<file path="config.mk">
export PLATFORM = sky130hd
export DESIGN_NAME = xrs_reset_seq
export DESIGN_NICKNAME = d
export VERILOG_FILES = /design/src/rtl/xrs_pkg.sv /design/src/rtl/xrs_sync.sv /design/src/rtl/xrs_cycle_timer.sv /design/src/rtl/xrs_reset_seq.sv
export SDC_FILE = /design/constraint.sdc
export NUM_CORES = 1
export LEC_CHECK = 0
export CORE_UTILIZATION = 61
export DETAILED_ROUTE_END_ITERATION = 8
export DONT_BUFFER_PORTS = 1
export PLACE_DENSITY = 0.77
export SYNTH_ARGS = -nofsm -noshare
export SYNTH_HDL_FRONTEND = slang
export SYNTH_SLANG_ARGS = --single-unit
</file>
<file path="constraint.sdc">
create_clock -name clk -period 2.8 [get_ports clk]
set_input_delay 0.56 -clock clk [delete_from_list [all_inputs] [get_ports clk]]
set_output_delay 0.56 -clock clk [all_outputs]
set_load 0.02 [all_outputs]
</file>
<file path="src/rtl/xrs_pkg.sv">
package xrs_pkg;

  typedef enum logic [2:0] {
    ST_BLIND,
    ST_PLL_RST,
    ST_LOCK_WAIT,
    ST_TXRX_HOLD,
    ST_DONE_WAIT,
    ST_READY
  } xrs_state_e;

  // Cycles of a clock at freq_hz that cover at least ns nanoseconds.
  function automatic int blind_cycles(input longint freq_hz, input longint ns);
    longint prod;
    prod = freq_hz * ns + 64'd999_999_999;
    return int'(prod / 64'd1_000_000_000);
  endfunction

  function automatic int max_of(input int a, input int b);
    return (a > b) ? a : b;
  endfunction

endpackage

</file>
<file path="src/rtl/xrs_sync.sv">
module xrs_sync #(
  parameter int STAGES = 2,
  parameter int WIDTH  = 1
) (
  input  logic             clk,
  input  logic             rst_n,
  input  logic [WIDTH-1:0] d,
  output logic [WIDTH-1:0] q
);
  logic [WIDTH-1:0] pipe [STAGES];

  always_ff @(posedge clk or negedge rst_n) begin
    if (!rst_n) pipe[0] <= '0;
    else        pipe[0] <= d;
  end

  for (genvar i = 1; i < STAGES; i++) begin : g_stage
    always_ff @(posedge clk or negedge rst_n) begin
      if (!rst_n) pipe[i] <= '0;
      else        pipe[i] <= pipe[i-1];
    end
  end

  assign q = pipe[STAGES-1];
endmodule

</file>
<file path="src/rtl/xrs_cycle_timer.sv">
module xrs_cycle_timer #(
  parameter int          W       = 8,
  parameter logic [W-1:0] RST_VAL = '0
) (
  input  logic         clk,
  input  logic         rst_n,
  input  logic         load,
  input  logic [W-1:0] load_val,
  output logic         zero
);
  logic [W-1:0] cnt;

  always_ff @(posedge clk or negedge rst_n) begin
    if (!rst_n)         cnt <= RST_VAL;
    else if (load)      cnt <= load_val;
    else if (cnt != '0) cnt <= cnt - 1'b1;
  end

  assign zero = (cnt == '0);
endmodule

</file>
<file path="src/rtl/xrs_reset_seq.sv">
module xrs_reset_seq
  import xrs_pkg::*;
#(
  parameter int CLK_FREQ_HZ = 100_000_000,
  parameter int BLIND_NS    = 2500,
  parameter int PLL_PULSE   = 8,
  parameter int TXRX_HOLD   = 8,
  parameter int LOCK_TO     = 4096,
  parameter int DONE_TO     = 4096,
  parameter int SYNC_STAGES = 2
) (
  input  logic clk,
  input  logic rst_n,
  input  logic div1_mode,
  input  logic pll_lock,
  input  logic tx_done,
  input  logic rx_done,
  output logic pll_rst,
  output logic tx_rst,
  output logic rx_rst,
  output logic link_ready
);
  localparam int BLIND_CYC = blind_cycles(longint'(CLK_FREQ_HZ), longint'(BLIND_NS));
  localparam int MAXC = max_of(max_of(BLIND_CYC, PLL_PULSE),
                               max_of(max_of(TXRX_HOLD, LOCK_TO), DONE_TO));
  localparam int TW = $clog2(MAXC + 1);
  localparam logic [TW-1:0] LD_BLIND = TW'(BLIND_CYC - 1);
  localparam logic [TW-1:0] LD_PULSE = TW'(PLL_PULSE - 1);
  localparam logic [TW-1:0] LD_HOLD  = TW'(TXRX_HOLD - 1);
  localparam logic [TW-1:0] LD_LOCK  = TW'(LOCK_TO - 1);
  localparam logic [TW-1:0] LD_DONE  = TW'(DONE_TO - 1);

  xrs_state_e    state, state_nxt;
  logic          second, set_second, clr_second;
  logic          ld;
  logic [TW-1:0] ld_val;
  logic          t_zero;
  logic [2:0]    sync_q;
  logic          lock_s, done_s;

  xrs_sync #(.STAGES(SYNC_STAGES), .WIDTH(3)) sync_i (
    .clk   (clk),
    .rst_n (rst_n),
    .d     ({pll_lock, tx_done, rx_done}),
    .q     (sync_q)
  );
  assign lock_s = sync_q[2];
  assign done_s = sync_q[1] & sync_q[0];

  xrs_cycle_timer #(.W(TW), .RST_VAL(LD_BLIND)) timer_i (
    .clk      (clk),
    .rst_n    (rst_n),
    .load     (ld),
    .load_val (ld_val),
    .zero     (t_zero)
  );

  always_comb begin
    state_nxt  = state;
    ld         = 1'b0;
    ld_val     = LD_PULSE;
    set_second = 1'b0;
    clr_second = 1'b0;
    unique case (state)
      ST_BLIND: if (t_zero) begin
        state_nxt = ST_PLL_RST;
        ld        = 1'b1;
      end
      ST_PLL_RST: if (t_zero) begin
        state_nxt = ST_LOCK_WAIT;
        ld        = 1'b1;
        ld_val    = LD_LOCK;
      end
      ST_LOCK_WAIT: begin
        if (lock_s) begin
          state_nxt = ST_TXRX_HOLD;
          ld        = 1'b1;
          ld_val    = LD_HOLD;
        end else if (t_zero) begin
          state_nxt  = ST_PLL_RST;
          ld         = 1'b1;
          clr_second = 1'b1;
        end
      end
      ST_TXRX_HOLD: if (t_zero) begin
        state_nxt = ST_DONE_WAIT;
        ld        = 1'b1;
        ld_val    = LD_DONE;
      end
      ST_DONE_WAIT: begin
        if (done_s) begin
          if (div1_mode && !second) begin
            state_nxt  = ST_PLL_RST;
            ld         = 1'b1;
            set_second = 1'b1;
          end else begin
            state_nxt = ST_READY;
          end
        end else if (t_zero) begin
          state_nxt  = ST_PLL_RST;
          ld         = 1'b1;
          clr_second = 1'b1;
        end
      end
      ST_READY: if (!lock_s) begin
        state_nxt  = ST_PLL_RST;
        ld         = 1'b1;
        clr_second = 1'b1;
      end
      default: state_nxt = ST_BLIND;
    endcase
  end

  always_ff @(posedge clk or negedge rst_n) begin
    if (!rst_n) begin
      state  <= ST_BLIND;
      second <= 1'b0;
    end else begin
      state <= state_nxt;
      if (set_second)      second <= 1'b1;
      else if (clr_second) second <= 1'b0;
    end
  end

  assign pll_rst    = (state == ST_PLL_RST);
  assign tx_rst     = (state == ST_PLL_RST) || (state == ST_LOCK_WAIT) || (state == ST_TXRX_HOLD);
  assign rx_rst     = tx_rst;
  assign link_ready = (state == ST_READY);
endmodule

</file>
==> results, run 1 <==
- Across the routed clock network, the largest skew measured is 0.00530 ns.
- The detail-routed net length per standard cell is 15.9 µm.
- The chip height is 46.7 µm.
- TritonCTS built the clock tree.
- Power spread over the standard cell area amounts to 399 nW/µm².
- In this run the count of I/O pins placed on the die edge is 10.
- In this run the core area contains 15 standard-cell rows.
- The die area is 2180 µm².
- The H-tree level count is 1.
- Of the total synthesized cell area, the portion taken by full adders, half adders and majority gates is 0.0103.
- The maximum count of clock buffers along a single path is 2.
- The number of clock sinks is 23.
- The cell with the largest stage delay on the worst path is dfrtp_1.
- The number of storage elements in the synthesis netlist is 23.
- The number of diodes is 0.
- The cell count after synthesis is between 100 and 150.
- The post-route setup TNS is 0 ns.
- After floorplanning, the core was sized to cover 1800 µm².
- The first detailed-routing pass took 4 iterations.
- The area fraction of the dominant cell type after synthesis is 0.349.
- After synthesis, the share of cell area in mux cells is 0.00925.
- Of the available clock period, the critical path in the final layout requires 0.779.
- The most numerous cell type found on the critical path is nor2_1.
- The signal on the critical path passes through nor2_1 -> nor2_1.
- In this run the remaining antenna-violating nets after routing total 0.
- Setup violations remaining at the end of the flow were counted as 0.
- When the netlist entered floorplanning its net count stood at 122.
- The count of different cell masters after synthesis is 47.
- The worst min-delay path category is in -> async.
- In this run, CTS created clock tree buffers numbering 3.
- In the routed design, unresolved DRC markers number 0.
- Gates resized during post-CTS repair numbered 0.
- The number of antenna violations at the first check in global routing is 0.
- The total half-perimeter wirelength after legalization and detailed placement is 1550 µm.
- The required time of the critical path is 2.24 ns.
- The fraction of registers with async set or reset after synthesis is 1.00.
- The launching element of the worst setup path is state[0].
- STA classifies the critical path endpoint as an output port.
- The total count of max-transition violations in the final report is 0.
- Of the synthesized area, sequential elements account for 0.479.
- For this design the static power due to leakage is 0.459 nW.
- The area of the mapped netlist is 1220 µm².
- The kind of cell with the highest combined delay on the critical path is simple AND/OR/NAND/NOR gates.
- The delay of the slowest critical-path stage is around 0.62 ns.
- Once layout is complete, the utilization of the core stands at 0.694.
- The signal arrival time at the worst endpoint is 1.62 ns.
- The per-instance average area after synthesis is 10.6 µm².
- The most used flip-flop cell after synthesis is dfrtp_1.
- The combinational family with the most area after synthesis is simple AND/OR/NAND/NOR gates.
- The width of the chip is 46.7 µm.
- The final number of hold-violating endpoints was 0.
- The largest net degree at the start of global routing is 18.
- Across the run, the number of max-cap violations was 0.
- The final weighted congestion in routability-driven placement is about 0.76.
- The tightest slew margin relative to the limit is 0.495.
- The number of enable-type register cells in the synthesized netlist is 0.
- The element type at the critical path start is a register.
- The later pin in the worst-skew pair is clocked with a latency of 0.32 ns.
- The first routing iteration left 19 violations.
- The detail-routed via count per cell is 6.16.
- The buffer cell driving the clock tree root is clkbuf_4.
- The initial standard-cell utilization of the core is 0.676.
- For this run, the top clock speed supported by timing is 458 MHz.
- The area share of xor/xnor cells in the synthesized design is 0.0576.
- The net total in the final layout is between 100 and 150.
- The count of warnings emitted by yosys is 0.
- The first global-routing pass estimated 3560 µm of wire.
- Along the worst path, the maximum fanout reaches 13.
- The final setup slack of the worst path is 0.619 ns.
- The quantity of I/O buffers inserted on ports is 0.
- The flow ran to the end, and the final reports show no timing, DRC or antenna violations.
- In this run, placement finished with an instance count of 134.
- For this block, the routed nets add up to approximately 2200 µm of wire.
- The area fraction in compound gates after synthesis was 0.141.
- The final route contains 856 vias.
- The simple-gate area share of the yosys netlist is 0.257.
- The cell type with the largest total area after synthesis is dfrtp_1.
- From synthesis to final layout, the design area changed by 2.77%.
- The finished layout holds 139 standard cells, fillers aside.
- Setup repair after global routing left no endpoint under its margin.
- For the pin with the worst max-slew slack, the measured transition is ~0.76 ns.
- The critical path buffer and inverter count is 0.
- After clock tree synthesis, the clock-pin slew on the worst setup and hold paths is roughly 0.12 ns.
- In the final layout, the share of cells above drive strength 1 is 0.175.
- The post-place setup slack is 0.703 ns.
- Across every metal layer, demand over resource in global routing totals 0.250.
- Yosys attributes the largest share of cell area to dfrtp_1, dfstp_2, xnor2_1.
- The worst ir drop on vdd is 0.000405 V.
- The startpoint of the most critical register-to-register path is timer_i.cnt[6].
- The via count of the first global-routing pass came to 741.
- The residual overflow from global routing is 0.
- Subtracting the final worst setup slack from the clock period gives 2.18 ns.
- The critical path start-end classification is reg -> out.
-- layout make-up --
type | count | area, µm²
Sequential cell | 23 | 583
Multi-Input combinational cell | 81 | 578
Fill cell | 139 | 551
Tap cell | 25 | 31.3
Clock buffer | 4 | 26.3
Timing Repair Buffer | 2 | 17.5
Inverter | 4 | 15.0
-- through the flow --
| step | hold slack (ns) | total power [W] | cell area [µm²] |
|---|---|---|---|
| 6_report | 0.0657 | 0.000499 | 1250 |
| 3_3_place_gp | 0.265 | 0.000347 | 1210 |
| 4_1_cts | 0.0562 | 0.000504 | 1250 |
| 2_1_floorplan | 0.264 | 0.000346 | 1220 |
| 5_1_grt | 0.0375 | 0.000521 | 1250 |
| 3_5_place_dp | 0.265 | 0.000348 | 1210 |
-- cell usage in the layout (no fill, tap or decap), types with 2 or more instances in the layout --
| cell | Yosys | layout |
|---|---|---|
| o21ai_1 | 11 | 11 |
| nand2b_1 | 3 | 3 |
| nor3_2 | 2 | 2 |
| dfrtp_1 | 17 | 17 |
| nand3_1 | 2 | 2 |
| inv_1 | 4 | 4 |
| nor2b_1 | 2 | 2 |
| a21oi_1 | 3 | 3 |
| nor3_1 | 5 | 5 |
| xnor2_1 | 7 | 7 |
| nor3b_1 | 2 | 2 |
| nor2_1 | 4 | 4 |
| or4_1 | 2 | 2 |
| dfstp_2 | 6 | 6 |
| nor4_1 | 3 | 3 |
| or4_4 | 2 | 2 |
| nand2_1 | 5 | 5 |
| nor4bb_1 | 2 | 2 |
| clkbuf_4 | 0 | 3 |
| a211oi_1 | 2 | 2 |
-- Yosys cell counts, types with 2 or more instances --
cell type	instances
a211oi_1	2
a21oi_1	3
buf_4	2
clkbuf_1	3
dfrtp_1	17
dfstp_2	6
inv_1	4
nand2_1	5
nand2b_1	3
nand3_1	2
nor2_1	4
nor2b_1	2
nor3_1	5
nor3_2	2
nor3b_1	2
nor4_1	3
nor4bb_1	2
o21ai_1	11
or4_1	2
or4_4	2
xnor2_1	7
-- final timing paths --
| check | to | cells after the start | slack, ns |
|---|---|---|---|
| max reg2reg | state[0] | 4 | 0.68 |
| max in group asynchronous | timer_i.cnt[9] | 1 | 1.59 |
| min | timer_i.cnt[0] | 0 | 0.07 |
| min in group clk | sync_i.pipe[4] | 0 | 0.26 |
| min reg2reg | sync_i.q[2] | 0 | 0.36 |
| max | rx_rst | 2 | 0.62 |
-- flip-flops by register name, summed over array words and instances, names as in the netlist --
register,count
sync_i.q,3
state,3
second,1
timer_i.cnt,13
sync_i.pipe,3
-- per-layer routing --
metal | global-route usage | wire [µm] | up-vias
li1 | - | - | 416
met1 | 0.361 | 1060 | 408
met2 | 0.342 | 1000 | 27
met3 | 0.0588 | 92 | 5
met4 | 0.137 | 53 | 0
met5 | 0 | 0 | -
-- worst reg2reg max path, delay by kind of cell (launching register included) --
kind	cells	cell delay, ns
DFF	1	0.40
and+or+nand+nor	4	1.62
-- where the power goes --
part,internal (W),switching [W]
sequential,0.000337,0.00000243
clock,0.0000558,0.0000961
combinational,0.00000200,0.00000588
-- cells by family after synthesis --
family,Yosys count
simple gates,45
compound gates,26
flops,23
buf+inv,11
xor+xnor,8
mux,1
fa+ha+maj,1
-- repair_timing --
item | CTS | global route
setup buffers | 0 | 0
endpoints found under the hold margin | 17 | 0
hold buffers | 1 | 0
Note: power is estimated with default switching activity, not from simulation.
==> inputs of run 2 (changes only) <==
CORE_UTILIZATION = 55   (was 61)
PLACE_DENSITY = 0.73   (was 0.77)
clock period = 1.8 ns   (was 2.8 ns; I/O delays follow)
==> results, run 2 (same netlist as run 1, synthesis figures left out) <==
- The run finished, with violations left.
- The checks that failed: setup timing.
- The worst setup path is of the reg -> reg kind.
- The clock passes through at most 2 buffers.
- The initial standard-cell utilization of the core is 0.602.
- The net count of the finished layout is 148.
- The required time of the critical path is 2.01 ns.
- The buffer cell driving the clock tree root is clkbuf_4.
- The final-layout worst hold slack is 0.0506 ns.
- The number of clock sinks is 23.
- Across every metal layer, demand over resource in global routing totals 0.262.
- The total area inside the core boundary comes to 2020 µm².
- The worst ir drop on vdd is 0.000538 V.
- Dividing total power by cell area gives a power density of 504 nW/µm².
- The I/O pin total is 10.
- The leakage power summed over all cells is 0.641 nW.
- After global routing the overflow that remains totals 0.
- The area growth from synthesis to layout is 29.8%.
- The first routing iteration left 27 violations.
- Clock-pin slew was measured on the worst setup and hold paths at 0.14 ns.
- The final number of hold-violating endpoints is 0.
- The wire length of the first global-routing pass is 4660 µm.
- The final total power is 0.000796 W.
- Summed over all nets, the half-perimeter wirelength after detailed placement is 1830 µm.
- The detail-routed net length per standard cell is 17.6 µm.
- The utilization after layout is 0.782.
- The share of total power dissipated in combinational logic is 0.019.
- The worst min-delay path category is in -> reg.
- For this block, the routed nets add up to 2930 µm of wire.
- Across the run, the number of max-cap violations was 0.
- STA classifies the critical path startpoint as a register.
- The final weighted congestion in routability-driven placement is approximately 0.79.
- The number of iterations in the first detailed-routing pass is 4.
- The largest net degree at the start of global routing is 24.
- The highest clock rate is 518 MHz.
- Of the total power, the share spent switching nets is 0.231.
- The maximum fanout count along the critical path is 7.
- TritonCTS built the clock tree.
- For the pin with the worst max-slew slack, the measured transition is between 1 and 1.5 ns.
- The total count of max-transition violations in the final report is 0.
- The floorplan step set the die height to 49.0 µm.
- The tightest slew margin relative to the limit is 0.320.
- Row generation in the floorplan step produced 16 rows.
- For this design the total switching power over the nets is 0.000184 W.
- The clock power share is 0.318.
- Across all layers, the routed design uses 1019 vias.
- The layout cell share with drive strength beyond 1 is 0.479.
- The via count of the first global-routing pass came to approximately 970.
- The die area is 2410 µm².
- Clock latency on the worst-skew pair, taken at its later pin, is 0.32 ns.
- The width of the chip is 49.0 µm.
- The count of buffers added on input and output ports is 0.
- The H-tree level count is 1.
- The CTS buffer count is 3.
- The total of endpoints with negative setup slack in the final report is 15.
- After detailed routing, the number of remaining DRC violations is 0.
- The final critical-path required period is 1.93 ns.
- The final cycle utilization of the critical path is 1.07.
- The worst setup path is captured at a register.
- The filler cells instantiated in the layout total between 100 and 150.
- STA puts the critical path data arrival time at approximately 2.1 ns.
- The most common library cell in the layout ignoring fill and taps is buf_4.
- Internal power comes to 0.000612 W.
- The number of antenna violations at the first check in global routing was 0.
- The final setup slack of the worst path is -0.130 ns.
- The flip-flop count of the largest register after layout is 13.
- The final clock skew is approximately 0.0073 ns.
- The library cells used most frequently in the layout, excluding fill and tap cells, are buf_4, dfrtp_1, xnor2_1.
- Using the TritonRoute via totals, the vias-per-cell ratio works out to ~6.1.
- More flip-flops sit in one register than any other, and that register is timer_i.cnt.
- Setup repair after global routing could not meet its margin everywhere.
- The number of diodes is 0.
- The count of antenna-violating nets left after detailed routing is 0.
- The sequential share of power is 0.663.
-- run 2: cell types whose count changed in the layout (fill, tap and decap cells not counted), sizes merged --
cell,delta
clkinvlp,+1
buf,+26
clkbuf,-1
-- run 2: power groups by stage --
stage | clock network, W | registers (W) | logic [W]
after global routing | 0.000272 | 0.000529 | 0.0000178
after detailed placement | 0 | 0.000537 | 0.00000353
final | 0.000253 | 0.000528 | 0.0000153
after global placement | 0 | 0.000537 | 0.00000360
after CTS | 0.000260 | 0.000528 | 0.0000156
after floorplan | 0 | 0.000536 | 0.00000291
-- run 2: cell type report --
cell class / instances / area [µm²] / share of cell area
clock buffer: 3 / 22.5 / 0.0143
clock inverter: 1 / 7.51 / 0.00475
inverter: 4 / 15.0 / 0.00950
multi-input combinational: 81 / 692 / 0.438
sequential: 23 / 586 / 0.371
tap: 27 / 33.8 / 0.0214
timing repair buffer: 28 / 224 / 0.142
-- run 2: what timing repair did --
item / CTS / global route
hold buffers: 1 / 0
hold endpoints to repair: 23 / 0
pin swaps: 7 / 1
setup buffers: 3 / 1
gates resized for setup: 21 / 7
endpoints found under the setup margin: 16 / 20
-- run 2: worst max-delay path, stage by stage (launching register included) --
cell and delay (ns):
dfrtp_1 0.40, or4_4 0.54, or4_4 0.61, nor3_2 0.19, o31ai_1 0.08
-- run 2: stage by stage --
stage,worst slack (ns),area [µm²],std cells,TNS [ns]
global placement,-0.104,1380,158,-1.07
finish,-0.130,1580,167,-1.26
global route,-0.200,1580,167,-2.40
CTS,-0.139,1540,166,-1.17
floorplan,-0.190,1230,115,-1.92
detailed placement,-0.154,1380,158,-1.83
-- run 2: final timing paths --
check	endpoint	cells past startpoint	slack (ns)	start
max reg2reg	second	4	-0.13	timer_i.cnt[9]
min reg2reg	sync_i.q[2]	0	0.37	sync_i.pipe[5]
min in group asynchronous	state[1]	1	0.64	rst_n
max	second	4	-0.13	timer_i.cnt[9]
min	sync_i.pipe[3]	0	0.05	rx_done
max in group asynchronous	state[2]	1	0.48	rst_n
-- run 2: layer usage --
| metal | global-route usage | part of all wire | wire [µm] |
|---|---|---|---|
| met5 | 0 | 0 | 0 |
| met4 | 0.103 | 0.024 | 70 |
| met3 | 0.0467 | 0.041 | 121 |
| met2 | 0.424 | 0.49 | 1450 |
| met1 | 0.350 | 0.44 | 1300 |
